[config.mk]
export PLATFORM = sky130hd
export DESIGN_NAME = time_alarm_cmp
export DESIGN_NICKNAME = d
export VERILOG_FILES = /design/src/rtl/tac_pkg.sv /design/src/rtl/tac_regs.sv /design/src/rtl/tac_cmp.sv /design/src/rtl/time_alarm_cmp.sv
export SDC_FILE = /design/constraint.sdc
export NUM_CORES = 1
export LEC_CHECK = 0
export ABC_AREA = 0
export ABC_CLOCK_PERIOD_IN_PS = 2000
export CORE_ASPECT_RATIO = 0.8
export CORE_MARGIN = 4
export CORE_UTILIZATION = 44
export DETAILED_ROUTE_END_ITERATION = 6
export GPL_ROUTABILITY_DRIVEN = 0
export HOLD_SLACK_MARGIN = 0.12
export PLACE_DENSITY = 0.76
export SYNTH_ARGS = -nofsm -noshare
export SYNTH_HDL_FRONTEND = slang
export SYNTH_HIERARCHICAL = 1
export SYNTH_SLANG_ARGS = --single-unit
[constraint.sdc]
create_clock -name clk -period 2 [get_ports clk]
set_input_delay 0.4 -clock clk [delete_from_list [all_inputs] [get_ports clk]]
set_output_delay 0.4 -clock clk [all_outputs]
set_load 0.05 [all_outputs]
[src/rtl/tac_pkg.sv]
package tac_pkg;
  typedef enum logic [1:0] {
    SEL_LO  = 2'd0,
    SEL_HI  = 2'd1,
    SEL_CTL = 2'd2
  } reg_sel_e;
  localparam int CTL_EVT_BIT = 0;
  localparam int CTL_ARM_BIT = 1;
endpackage

[src/rtl/tac_regs.sv]
module tac_regs import tac_pkg::*; #(
  parameter int HALF_W = 32,
  parameter int SEL_W  = 2
) (
  input  logic                clk,
  input  logic                rst,
  input  logic                wr_en,
  input  logic [SEL_W-1:0]    wr_sel,
  input  logic [HALF_W-1:0]   wr_data,
  input  logic                fire,
  output logic [2*HALF_W-1:0] alarm_val,
  output logic                armed,
  output logic                evt,
  output logic                lo_wr
);
  logic [HALF_W-1:0] lo_q, hi_q;
  logic              pend_q;
  logic              hi_wr, clr_wr;

  assign lo_wr  = wr_en && (wr_sel == SEL_LO);
  assign hi_wr  = wr_en && (wr_sel == SEL_HI);
  assign clr_wr = wr_en && (wr_sel == SEL_CTL) && wr_data[CTL_EVT_BIT];
  assign alarm_val = {hi_q, lo_q};

  always_ff @(posedge clk) begin
    if (rst) begin
      lo_q   <= '1;
      hi_q   <= '1;
      pend_q <= 1'b0;
      armed  <= 1'b1;
      evt    <= 1'b0;
    end else begin
      if (lo_wr) lo_q <= wr_data;
      if (hi_wr) hi_q <= wr_data;
      if (lo_wr)      pend_q <= 1'b1;
      else if (hi_wr) pend_q <= 1'b0;
      if (lo_wr)                armed <= 1'b0;
      else if (hi_wr && pend_q) armed <= 1'b1;
      else if (fire)            armed <= 1'b0;
      if (fire)                 evt <= 1'b1;
      else if (lo_wr || clr_wr) evt <= 1'b0;
    end
  end

  // lower-half write disarms
  a_r5_lo_disarms: assert property (@(posedge clk) disable iff (rst)
    lo_wr |=> !armed);
  // lower then upper arms
  a_r6_pair_arms: assert property (@(posedge clk) disable iff (rst)
    (hi_wr && pend_q) |=> armed);
  // lone upper write leaves a disarmed block disarmed
  a_r7_hi_alone: assert property (@(posedge clk) disable iff (rst)
    (hi_wr && !pend_q && !armed) |=> !armed);
  // flag holds unless cleared
  a_r8_evt_sticky: assert property (@(posedge clk) disable iff (rst)
    (evt && !lo_wr && !clr_wr) |=> evt);
endmodule

[src/rtl/tac_cmp.sv]
module tac_cmp #(
  parameter int TIME_W = 64
) (
  input  logic              clk,
  input  logic              rst,
  input  logic [TIME_W-1:0] time_now,
  input  logic [TIME_W-1:0] alarm_val,
  input  logic              armed,
  input  logic              block,
  output logic              fire,
  output logic              start_q
);
  assign fire = armed && !block && (time_now >= alarm_val);

  always_ff @(posedge clk) begin
    if (rst) start_q <= 1'b0;
    else     start_q <= fire;
  end

  // strobe is a single cycle, once per arming
  a_r4_single_strobe: assert property (@(posedge clk) disable iff (rst)
    start_q |=> !start_q);
  // firing leaves the block disarmed
  a_r4_fire_disarms: assert property (@(posedge clk) disable iff (rst)
    fire |=> !fire);
endmodule

[src/rtl/time_alarm_cmp.sv]
module time_alarm_cmp import tac_pkg::*; #(
  parameter int TIME_W = 64,
  parameter int SEL_W  = 2
) (
  input  logic              clk,
  input  logic              rst,
  input  logic [TIME_W-1:0] time_now,
  input  logic              wr_en,
  input  logic [SEL_W-1:0]  wr_sel,
  input  logic [TIME_W/2-1:0] wr_data,
  input  logic [SEL_W-1:0]  rd_sel,
  output logic [TIME_W/2-1:0] rd_data,
  output logic              alarm_evt,
  output logic              start_pulse
);
  localparam int HALF_W = TIME_W / 2;

  logic [TIME_W-1:0] alarm_val;
  logic              armed, evt, lo_wr, fire, start_q;
  logic [HALF_W-1:0] ctl_word;

  tac_regs #(.HALF_W(HALF_W), .SEL_W(SEL_W)) u_regs (
    .clk(clk), .rst(rst), .wr_en(wr_en), .wr_sel(wr_sel), .wr_data(wr_data),
    .fire(fire), .alarm_val(alarm_val), .armed(armed), .evt(evt), .lo_wr(lo_wr)
  );

  tac_cmp #(.TIME_W(TIME_W)) u_cmp (
    .clk(clk), .rst(rst), .time_now(time_now), .alarm_val(alarm_val),
    .armed(armed), .block(lo_wr), .fire(fire), .start_q(start_q)
  );

  always_comb begin
    ctl_word = '0;
    ctl_word[CTL_EVT_BIT] = evt;
    ctl_word[CTL_ARM_BIT] = armed;
  end

  always_ff @(posedge clk) begin
    if (rst) rd_data <= '0;
    else begin
      case (rd_sel)
        SEL_LO:  rd_data <= alarm_val[HALF_W-1:0];
        SEL_HI:  rd_data <= alarm_val[TIME_W-1:HALF_W];
        SEL_CTL: rd_data <= ctl_word;
        default: rd_data <= '0;
      endcase
    end
  end

  assign alarm_evt   = evt;
  assign start_pulse = start_q;

  // a strobe is always accompanied by the event flag
  a_r3_strobe_has_evt: assert property (@(posedge clk) disable iff (rst)
    start_pulse |-> alarm_evt);
endmodule

==> flow_metrics.env <==
export IMPL_relSlewSlack_pct=62.6
export IMPL_placed_cells=915
export IMPL_hold_path_class="flop to flop"
export IMPL_clk_pin_slew_ps=70
export IMPL_grt_pass1_vias=5053
export IMPL_nets=946
export IMPL_period_needed_ps=2080
export IMPL_finalSetupViolCount=3
export IMPL_cp_max_fo=2
export IMPL_die_x_um=130
export IMPL_grt_max_degree=53
export IMPL_drc=0
export IMPL_routedWlPerCell_um=16.0
export IMPL_crit_arrival_ps=2300
export IMPL_globalRouteMet1Util_pct=25.8
export IMPL_start_util_pct=45.2
export IMPL_setup_tns_ps=-166
export IMPL_clk_latency_ps=340
export IMPL_grt_pass1_wl_um=23800
export IMPL_grtUsageTotal_pct=21.4
export IMPL_fin_util_pct=67.8
export IMPL_grtUsageMet2_pct=37.5
export IMPL_drt_pass1_iter_count=4
export IMPL_syn_num_nets=774
export IMPL_fin_skew_ps=6.16
export IMPL_worst_pin_slew_ps=560
export IMPL_antenna_left=0
export IMPL_min_path_cells=2
export IMPL_met3_usage_pct=6.28
export IMPL_diodes=0
export IMPL_num_rows=35
export IMPL_synth_distinct_cells=38
export IMPL_cts_made_buffers=9
export IMPL_cts_tree="yes"
export IMPL_finalNonFillerCells=932
export IMPL_antenna_found_initial=0
export IMPL_clock_fmax_mhz=482
export IMPL_path_class="flop to flop"
export IMPL_period_share_pct=104
export IMPL_p_leak_nw=3.69
export IMPL_path_depth=11
export IMPL_cp_end_kind="flop"
export IMPL_report_final_slew_viol_count=0
export IMPL_ys_ff_latch=100
export IMPL_viasPerCell=5.27
export IMPL_die_height_um=106
export IMPL_rsz0062_at_grt="true"
export IMPL_power_density_mw_per_mm2=659
export IMPL_worstRegToRegCells=11
export IMPL_core_area_sq_mm=0.0116
export IMPL_vias=4907
export IMPL_synth_seq_area_share_pct=38.2
export IMPL_port_buffers=136
export IMPL_design_area_sq_mm=0.00787
export IMPL_drtIter0Drc=212
export IMPL_dpl_cell_area_sq_mm=0.00705
export IMPL_crit_chain="inv_2 > ha_4 > nand4_4 > nor4_4 > nand4_1 > nor2_1 > a31oi_2 > a21oi_1 > inv_1 > nand2_1 > o21ai_1"
export IMPL_die_area_sq_mm=0.0137
export IMPL_syn_area_per_cell_sq_um=8.64
export IMPL_drive_gt1_share_pct=22.2
export IMPL_hpwlAfterDp_um=10600
export IMPL_max_stage_delay_ps=340
export IMPL_syn2layout_area_growth_pct=50.0
export IMPL_nFillCells=905
export IMPL_finalHoldViolations=0
export IMPL_num_io_pins=137
export IMPL_synthesis_area_sq_mm=0.00525
export IMPL_cp_required_ps=2220
export IMPL_whs_ps=491
export IMPL_busiest_layer="met2"
export IMPL_cts_root_buf="clkbuf_16"
export IMPL_h_tree_depth=3
export IMPL_violations="negative setup slack"
export IMPL_drv_cap=0
export IMPL_outcome="finished, violations left"
export IMPL_cts_sinks=100
export IMPL_ir_drop_v=0.000415
export IMPL_hold_buffers=0
export IMPL_start_kind="flop"
export IMPL_grt_ovfl_total=0
export IMPL_cp_top_family="simple AND/OR/NAND/NOR gates"
export IMPL_setup_ws_ps=-75.9
export IMPL_wl_um=14900
export IMPL_crit_slowest_cell="dfxtp_2"
export IMPL_clock_tree_buffer_depth=2
export IMPL_cp_num_buf_inv=2
export IMPL_netlist_instances=607
export IMPL_yosysWarnings=6
-- worst paths after layout --
kind | from | to | slack (ps)
worst min register to register | u_regs/pend_q$_SDFFE_PP0P_ | u_regs/pend_q$_SDFFE_PP0P_ | 490
worst max-delay path | u_regs/hi_q[3]$_SDFFE_PP1P_ | u_regs/armed$_SDFFE_PP1P_ | -80
worst min-delay path | u_regs/pend_q$_SDFFE_PP0P_ | u_regs/pend_q$_SDFFE_PP0P_ | 490
worst max register to register | u_regs/hi_q[3]$_SDFFE_PP1P_ | u_regs/armed$_SDFFE_PP1P_ | -80
-- cells in the mapped netlist, drive strengths merged --
cell	instances	area share, %
and2	1	0.12
o211ai	3	0.43
nor3b	1	0.24
nor4	1	0.24
a221oi	3	0.50
a21oi	89	9.0
and4	4	0.67
nor2	74	5.3
and3b	1	0.17
a211oi	10	1.5
a21o	1	0.14
nand4	7	1.2
or2	1	0.17
dfxtp	100	38
o21ai	15	1.4
nand3	3	0.29
buf	27	4.1
nand2b	5	0.60
mux2i	30	5.7
o311ai	1	0.17
nor3	65	6.9
inv	65	4.7
nand2	23	1.6
nor2b	5	0.60
o32ai	1	0.17
ha	64	15
a31oi	1	0.12
clkbuf	5	0.36
a221o	1	0.19
-- what timing repair did --
item / 4_1_cts / 5_1_grt
resized for setup: 95 / 27
setup endpoints to repair: 3 / 3
setup buffers: 1 / 3
pin swaps: 52 / 27
-- state kept, by name, summed over array words and instances, names as in the netlist --
register	flops
u_regs/evt	1
u_cmp/start_q	1
rd_data	32
u_regs/pend_q	1
u_regs/hi_q	32
u_regs/armed	1
u_regs/lo_q	32
-- cells in the final DEF, fill, tap and decap left out, types with 10 or more instances in the layout --
cell type,instances
buf_4,54
dfxtp_1,81
dlygate4sd2_1,27
ha_1,39
clkdlybuf4s50_1,101
ha_4,24
inv_1,55
a21oi_2,12
inv_2,10
nor3_1,57
nor2_1,74
mux2i_1,30
dfxtp_2,19
nand2_1,20
a21oi_1,75
-- per-stage QoR --
stage          worst slack (ps)  power [mW]
2_1_floorplan               107        2.67
3_3_place_gp               -713        3.09
3_5_place_dp               -759        3.13
4_1_cts                   -73.6        5.20
5_1_grt                    -237        5.41
6_report                  -75.9        5.18
-- worst register-to-register path: stages, from the launching register on --
cell	delay (ps)
dfxtp_2	340
inv_2	50
ha_4	270
nand4_4	110
nor4_4	320
nand4_1	260
nor2_1	180
a31oi_2	120
a21oi_1	140
inv_1	60
nand2_1	50
o21ai_1	60
-- layer usage --
metal / vias to the layer above / part of all wire, %
met5: - / 0
met4: 0 / 1.2
met3: 20 / 7.0
met2: 141 / 49
met1: 2318 / 43
li1: 2428 / -
-- where the power goes --
part	switching (mW)	internal [mW]	total, mW
logic	0.546	0.503	1.05
clock network	0.741	1.26	2.01
registers	0.0463	2.08	2.13
total	1.33	3.85	5.18
-- kinds of logic (layout without fill, tap and decap cells) --
group                    Yosys count  in the layout  synth area share (%)
buffers and inverters             97            274                  9.06
multiplexers                      30             30                  5.72
AO/OA/AOI/OAI                    125            125                  13.7
flip-flops                       100            100                  38.2
AND/OR/NAND/NOR                  191            191                  18.1
adder cells (fa/ha/maj)           64             64                  15.3
-- final cells by class --
class	instances	area, sq um	area share, %
multi-input cells	410	3240	41.1
flip-flops and latches	100	2030	25.7
repair buffers	193	1830	23.2
inverters	65	244	3.10
clock buffers	11	243	3.08
well taps	148	185	2.35
clock inverters	5	108	1.37
No activity file was read; power rests on OpenSTA's default activity.
